File: src/rtl/srcloc_pkg.sv
package srcloc_pkg;
  localparam int PRN_W  = 7;
  localparam int UNIT_W = 3;
  localparam int TAG_W  = 4;
  localparam int ENT_W  = 1 + PRN_W;

  typedef logic [ENT_W-1:0] slot_t;

  // ready word: state bit set, register number below it
  function automatic slot_t home_word(input logic [PRN_W-1:0] prn);
    return {1'b1, prn};
  endfunction

  // pending word: state bit clear, unit over tag
  function automatic slot_t wait_word(input logic [UNIT_W-1:0] u, input logic [TAG_W-1:0] t);
    return {1'b0, u, t};
  endfunction

  function automatic logic waits_on(input slot_t w, input logic [UNIT_W-1:0] u,
                                    input logic [TAG_W-1:0] t);
    return !w[ENT_W-1] && (w[PRN_W-1:0] == {u, t});
  endfunction
endpackage

File: src/rtl/srcloc_cell.sv
module srcloc_cell
  import srcloc_pkg::*;
#(
  parameter int INIT_PRN = 0
) (
  input  logic              clk,
  input  logic              rst_n,
  input  logic              ren_hit,
  input  slot_t             ren_word,
  input  logic              bc_valid,
  input  logic [UNIT_W-1:0] bc_unit,
  input  logic [TAG_W-1:0]  bc_tag,
  input  logic [PRN_W-1:0]  bc_prn,
  output slot_t             word_q,
  output logic              wake_hit
);
  assign wake_hit = bc_valid && waits_on(word_q, bc_unit, bc_tag);

  always_ff @(posedge clk or negedge rst_n) begin
    if (!rst_n)        word_q <= home_word(PRN_W'(INIT_PRN));
    else if (ren_hit)  word_q <= ren_word;
    else if (wake_hit) word_q <= home_word(bc_prn);
  end
endmodule

File: src/rtl/srcloc_rdport.sv
module srcloc_rdport
  import srcloc_pkg::*;
#(
  parameter int NUM_ARCH = 32,
  localparam int AW = $clog2(NUM_ARCH)
) (
  input  slot_t [NUM_ARCH-1:0] tbl,
  input  logic  [AW-1:0]       addr,
  output logic                 ready,
  output logic  [PRN_W-1:0]    prn,
  output logic  [UNIT_W-1:0]   unit,
  output logic  [TAG_W-1:0]    tag
);
  slot_t sel;
  assign sel   = tbl[addr];
  assign ready = sel[ENT_W-1];
  assign prn   = ready ? sel[PRN_W-1:0] : '0;
  assign unit  = ready ? '0 : sel[PRN_W-1:TAG_W];
  assign tag   = ready ? '0 : sel[TAG_W-1:0];
endmodule

File: src/rtl/srcloc_table.sv
module srcloc_table
  import srcloc_pkg::*;
#(
  parameter int NUM_ARCH = 32,
  parameter int NUM_READ = 2,
  localparam int AW = $clog2(NUM_ARCH)
) (
  input  logic                             clk,
  input  logic                             rst_n,
  input  logic [NUM_READ-1:0][AW-1:0]      rd_addr,
  output logic [NUM_READ-1:0]              rd_ready,
  output logic [NUM_READ-1:0][PRN_W-1:0]   rd_prn,
  output logic [NUM_READ-1:0][UNIT_W-1:0]  rd_unit,
  output logic [NUM_READ-1:0][TAG_W-1:0]   rd_tag,
  input  logic                             ren_valid,
  input  logic [AW-1:0]                    ren_arch,
  input  logic [UNIT_W-1:0]                ren_unit,
  input  logic [TAG_W-1:0]                 ren_tag,
  input  logic                             bc_valid,
  input  logic [UNIT_W-1:0]                bc_unit,
  input  logic [TAG_W-1:0]                 bc_tag,
  input  logic [PRN_W-1:0]                 bc_prn
);
  // named internal events for the checker
  slot_t [NUM_ARCH-1:0] tbl_q;
  logic  [NUM_ARCH-1:0] ren_hit;
  logic  [NUM_ARCH-1:0] wake_hit;
  slot_t                ren_word;

  assign ren_word = wait_word(ren_unit, ren_tag);

  for (genvar i = 0; i < NUM_ARCH; i++) begin : g_cell
    assign ren_hit[i] = ren_valid && (ren_arch == AW'(i));
    srcloc_cell #(.INIT_PRN(i)) u_cell (
      .clk     (clk),
      .rst_n   (rst_n),
      .ren_hit (ren_hit[i]),
      .ren_word(ren_word),
      .bc_valid(bc_valid),
      .bc_unit (bc_unit),
      .bc_tag  (bc_tag),
      .bc_prn  (bc_prn),
      .word_q  (tbl_q[i]),
      .wake_hit(wake_hit[i])
    );
  end

  for (genvar r = 0; r < NUM_READ; r++) begin : g_rd
    srcloc_rdport #(.NUM_ARCH(NUM_ARCH)) u_rd (
      .tbl  (tbl_q),
      .addr (rd_addr[r]),
      .ready(rd_ready[r]),
      .prn  (rd_prn[r]),
      .unit (rd_unit[r]),
      .tag  (rd_tag[r])
    );
  end
endmodule

File: config.mk
export PLATFORM = sky130hd
export DESIGN_NAME = srcloc_table
export DESIGN_NICKNAME = d
export VERILOG_FILES = /design/src/rtl/srcloc_pkg.sv /design/src/rtl/srcloc_cell.sv /design/src/rtl/srcloc_rdport.sv /design/src/rtl/srcloc_table.sv
export SDC_FILE = /design/constraint.sdc
export NUM_CORES = 1
export LEC_CHECK = 0
export BUFFER_PORTS_ARGS = -buffer_cell sky130_fd_sc_hd__buf_2
export CAP_MARGIN = 10
export CORE_ASPECT_RATIO = 0.7
export CORE_MARGIN = 10
export CORE_UTILIZATION = 60
export DETAILED_ROUTE_END_ITERATION = 10
export PLACE_DENSITY = 0.77
export SYNTH_ARGS = -nofsm -noshare
export SYNTH_HDL_FRONTEND = slang
export SYNTH_HIERARCHICAL = 1
export SYNTH_SLANG_ARGS = --single-unit
File: constraint.sdc
create_clock -name clk -period 3.15 [get_ports clk]
set_input_delay 0.315 -clock clk [delete_from_list [all_inputs] [get_ports clk]]
set_output_delay 0.315 -clock clk [all_outputs]
set_load 0.01 [all_outputs]
; Word level (Yosys, flattened, before mapping)
; Index checks and enable logic that the tools add are counted.
; W data, S select, Z words.
[totals]
out_inout_bits = 30
ff_bits = 256
[classes]
order_cmp = 2
eq_ne = 63
muxes = 74
reduce_logical = 161
[ops]
columns = cell, n
row1 = $mux W8, 66
row2 = $eq A7 B7 Y1, 32
row3 = $logic_and A1 B1 Y1, 96
row4 = $bmux W8 S5, 2
row5 = $eq A5 B5 Y1 const B, 16
row6 = $reduce_bool A2 Y1, 32
row7 = $eq A5 B4 Y1 const B, 8
row8 = $logic_not A1 Y1, 32
row9 = $eq A5 B3 Y1 const B, 4
row10 = $mux W7, 2
row11 = $lt A5 B6 Y1 const B, 2
row12 = $eq A5 B2 Y1 const B, 2
row13 = $mux W4, 2
row14 = $mux W3, 2
row15 = $eq A5 B1 Y1 const B, 1
row16 = $logic_not A5 Y1, 1

; Longest topological paths before layout
[depth]
depth_word = 5
ltp_mapped = 7
mapped_depth_nobuf = 5

; By module
; The synthesis kept the hierarchy.
[modules_own_cells]
columns = module, cells_per_inst, n_inst, area_per_inst_um2, seq_area_each_um2
row1 = srcloc_cell (g_cell[11].u_cell ...), 53, 10, 529.3, 205.2
row2 = srcloc_cell (g_cell[10].u_cell ...), 53, 10, 528.0, 203.9
row3 = srcloc_rdport, 122, 2, 2107.0, 0.0
row4 = srcloc_cell (g_cell[15].u_cell ...), 53, 5, 530.5, 206.4
row5 = srcloc_cell (g_cell[16].u_cell ...), 53, 5, 526.8, 202.7
row6 = srcloc_cell (g_cell[31].u_cell), 53, 1, 531.8, 207.7
row7 = srcloc_cell (g_cell[0].u_cell), 53, 1, 525.5, 201.4
row8 = srcloc_table, 48, 1, 234.0, 0.0

; Least setup slack after synthesis
; OpenSTA, ideal clock, no wires.
[synth_path]
path_kind = input-to-output
startpoint = input rd_addr[7] in the netlist's numbering
endpoint = output rd_prn[13] in the netlist's numbering
required_ps = 2835
stages = 7
setup_slack_ps = 708
arrival_time_ps = 2127
path_cell_list = buf_2 buf_2 clkbuf_1 mux4_2 mux4_2 mux2i_1 nor2_1
[synth_lines]
columns = item, line_no
row1 = from (decl), srcloc_table.sv:10  ; input logic [NUM_READ-1:0][AW-1:0] rd_addr,
row2 = to (decl), srcloc_table.sv:12  ; output logic [NUM_READ-1:0][PRN_W-1:0] rd_prn,

==> impl_metrics.py <==
metrics = {
    "clock_tree": {
        "clk_pin_slew_ps": 70,
        "htree_levels": 1,
        "cts_resized": 0,
        "clockRootBuffer": "clkbuf_16",
        "cts_sinks": 256,
        "clock_latency_ps": 570,
        "cts_tree": "yes",
        "numCtsBuffers": 27,
        "clockBufferDepth": 3,
    },
    "sta": {
        "slew_headroom_pct": 15.2,
        "max_freq_mhz": 323,
        "grt_setup_unrepaired": "no",
        "hold_viol": 0,
        "worst_pin_slew_ps": 1270,
        "drv_slew": 0,
        "setup_tns_ps": 0,
        "period_needed_ps": 3090,
        "period_share_pct": 98.2,
        "skew_ps": 22.2,
        "layout_setup_ws_ps": 55.4,
        "setup_viol": 0,
    },
    "floorplanning": {
        "die_w_um": 246,
        "core_area_um2": 34900,
        "die-area_um2": 43700,
        "die_y_um": 178,
        "start_util_pct": 61.1,
        "pin_count": 70,
        "placementRows": 57,
    },
    "place": {
        "portBuffers": 69,
        "dp_slack_ps": 266,
        "placed_area_um2": 22400,
        "gp_congestion": 1.01,
        "dpl.hpwl_um": 50000,
    },
    "layout": {
        "final_layout_size_suffix_gt1_share_pct": 25.5,
        "regArea_um2": 6550,
        "layout.nets": 2114,
        "largest-register": "g_cell.u_cell/word_q",
        "multi_input_area_um2": 13200,
        "antenna_cells": 0,
        "area_growth_pct": 8.99,
        "utilization_pct": 66.6,
        "largest_reg_flops": 256,
        "fillerInstances": 2701,
        "top_regs": "g_cell.u_cell/word_q: 256 flops",
        "stdcell_area_um2": 23300,
    },
    "worst_setup_path": {
        "critPathRequiredTime_ps": 2830,
        "reg2reg_slack_ps": 1160,
        "cp.arrival_ps": 2780,
        "r2r_end": "g_cell[29].u_cell/word_q[1]",
        "worst_r2r_path_depth": 4,
        "rr_startpoint": "g_cell[29].u_cell/word_q[4]",
        "critPathLaunch": "g_cell[21].u_cell/word_q[7]",
        "cp_max_fo": 8,
        "start_kind": "flop",
        "worstSetupPathType": "flop to output pin",
        "endpoint_kind": "output pin",
    },
    "power_and_ir_drop": {
        "power_uw": 21000,
        "p_leak_uw": 0.00877,
        "ir_drop_v": 0.000585,
        "powerDensity_nw_per_um2": 901,
    },
    "route": {
        "dr.pass1.iters": 6,
        "first_iter_violations": 2926,
        "viasPerCell": 7.29,
        "routed-via-count": 18700,
        "final_antenna_net_count": 0,
        "drc": 0,
        "wire_per_inst_um": 29.9,
        "drt_wl_total_um": 76600,
    },
    "synthesis": {
        "synth_area_um2": 21400,
        "syn_avg_cell_area_um2": 10.7,
        "synth.distinct_cells": 28,
        "ys_seq_area_share_pct": 30.6,
        "synthTopCellsByArea": "dfrtp_1, mux4_2, dfstp_2",
        "synth_warnings": 6,
        "synth_largest_area_cell": "dfrtp_1",
        "synthesis.instances": 1988,
        "yosysTopAreaCellShare_pct": 16.9,
        "ys_ff_latch": 256,
    },
    "global_route": {
        "grt_overflow_total": 0,
        "grt_max_degree": 100,
        "antenna_found_initial": 0,
        "track_usage_pct": 34.4,
        "grt_pass1_vias": 17900,
        "grt_pass1_wl_um": 114000,
    },
    "job": {
        "cap_viol_max_count": 0,
    },
    "status": {
        "status": "completed",
    },
    "hold_path": {
        "hold_path.class": "primary input to asynchronous set/reset pin",
    },
}
==> per-layer routing <==
metal	share of wire [%]	global-route usage [%]
met5	0	0
met4	4.8	14.1
met3	16	12.4
met2	41	48.1
met1	38	47.4
==> worst max-delay path, cell delays in order, from the launching register on <==
cell and delay (ps):
dfstp_2 420, mux4_1 520, mux4_2 530, mux2i_4 300, inv_4 150, nor2_1 150, buf_2 150
==> placed cells by master, fill, tap and decap left out, types with 27 or more instances in the layout <==
master,netlist,layout
dfrtp_1,144,144
clkbuf_16,0,27
xor2_1,224,224
o311ai_1,224,224
and2_1,32,32
mux4_2,146,146
dfstp_2,112,112
nand2_1,257,257
a21oi_1,32,32
nand4b_1,227,227
inv_1,224,224
buf_4,0,82
o21ai_1,32,32
buf_2,14,66
nor2_1,60,60
conb_1,1,32
nor4_4,64,64
nand2b_1,34,34
==> what timing repair did <==
item	in CTS	in global routing
setup endpoints to repair	0	3
setup buffers	0	1
endpoints found under the hold margin	61	0
hold buffers	1	0
==> per-stage QoR <==
stage	cells	hold slack [ps]
6_report	2566	349
5_1_grt	2566	481
4_1_cts	2565	455
3_5_place_dp	2515	443
3_3_place_gp	2515	450
2_1_floorplan	2019	19.4
==> cells in the mapped netlist, drive strengths merged <==
library cell  number
and2              32
inv              226
mux2i             16
nand2            257
o21ai             32
or2                1
nor4              64
or4b               1
nand4bb            3
dfrtp            144
xor2             224
clkbuf            79
mux4             160
nand4b           227
a21oi             32
buf               58
nor2              60
conb               1
dfstp            112
o311ai           224
nand2b            34
nand4              1
==> kinds of logic after synthesis <==
logic type / after synthesis / synth area share, %
DFF: 256 / 30.6
and+or+nand+nor: 680 / 23.4
xor gates and xnor gates: 224 / 9.18
other: 1 / 0.0176
muxes: 176 / 18.0
buffers and inverters: 363 / 8.05
AOI/OAI and AO/OA: 288 / 10.7
==> worst max-delay path by stage <==
| stage | slack [ps] | endpoint | cells past startpoint |
|---|---|---|---|
| floorplan | 710 | rd_prn[13] | 7 |
| global placement | 310 | rd_unit[4] | 7 |
| detailed placement | 270 | rd_unit[4] | 8 |
| CTS | 20 | rd_unit[4] | 6 |
| global route | 10 | rd_unit[2] | 6 |
| finish | 60 | rd_tag[7] | 6 |
==> where the power goes <==
group	leakage [µW]	total [µW]	switching, µW	internal (µW)
clock	0.000421	3200	1460	1740
sequential	0.00284	8860	3310	5550
combinational	0.00551	8910	4630	4280
total	0.00877	21000	9390	11600
==> final cells by class <==
cell class,instances,area share (%)
timing repair buffer,163,5.29
sequential,256,28.1
clock buffer,39,3.40
inverter,226,3.66
multi-input combinational,1400,56.7
tap,472,2.54
clock inverter,10,0.253
Note: power is estimated with default switching activity, not from simulation.
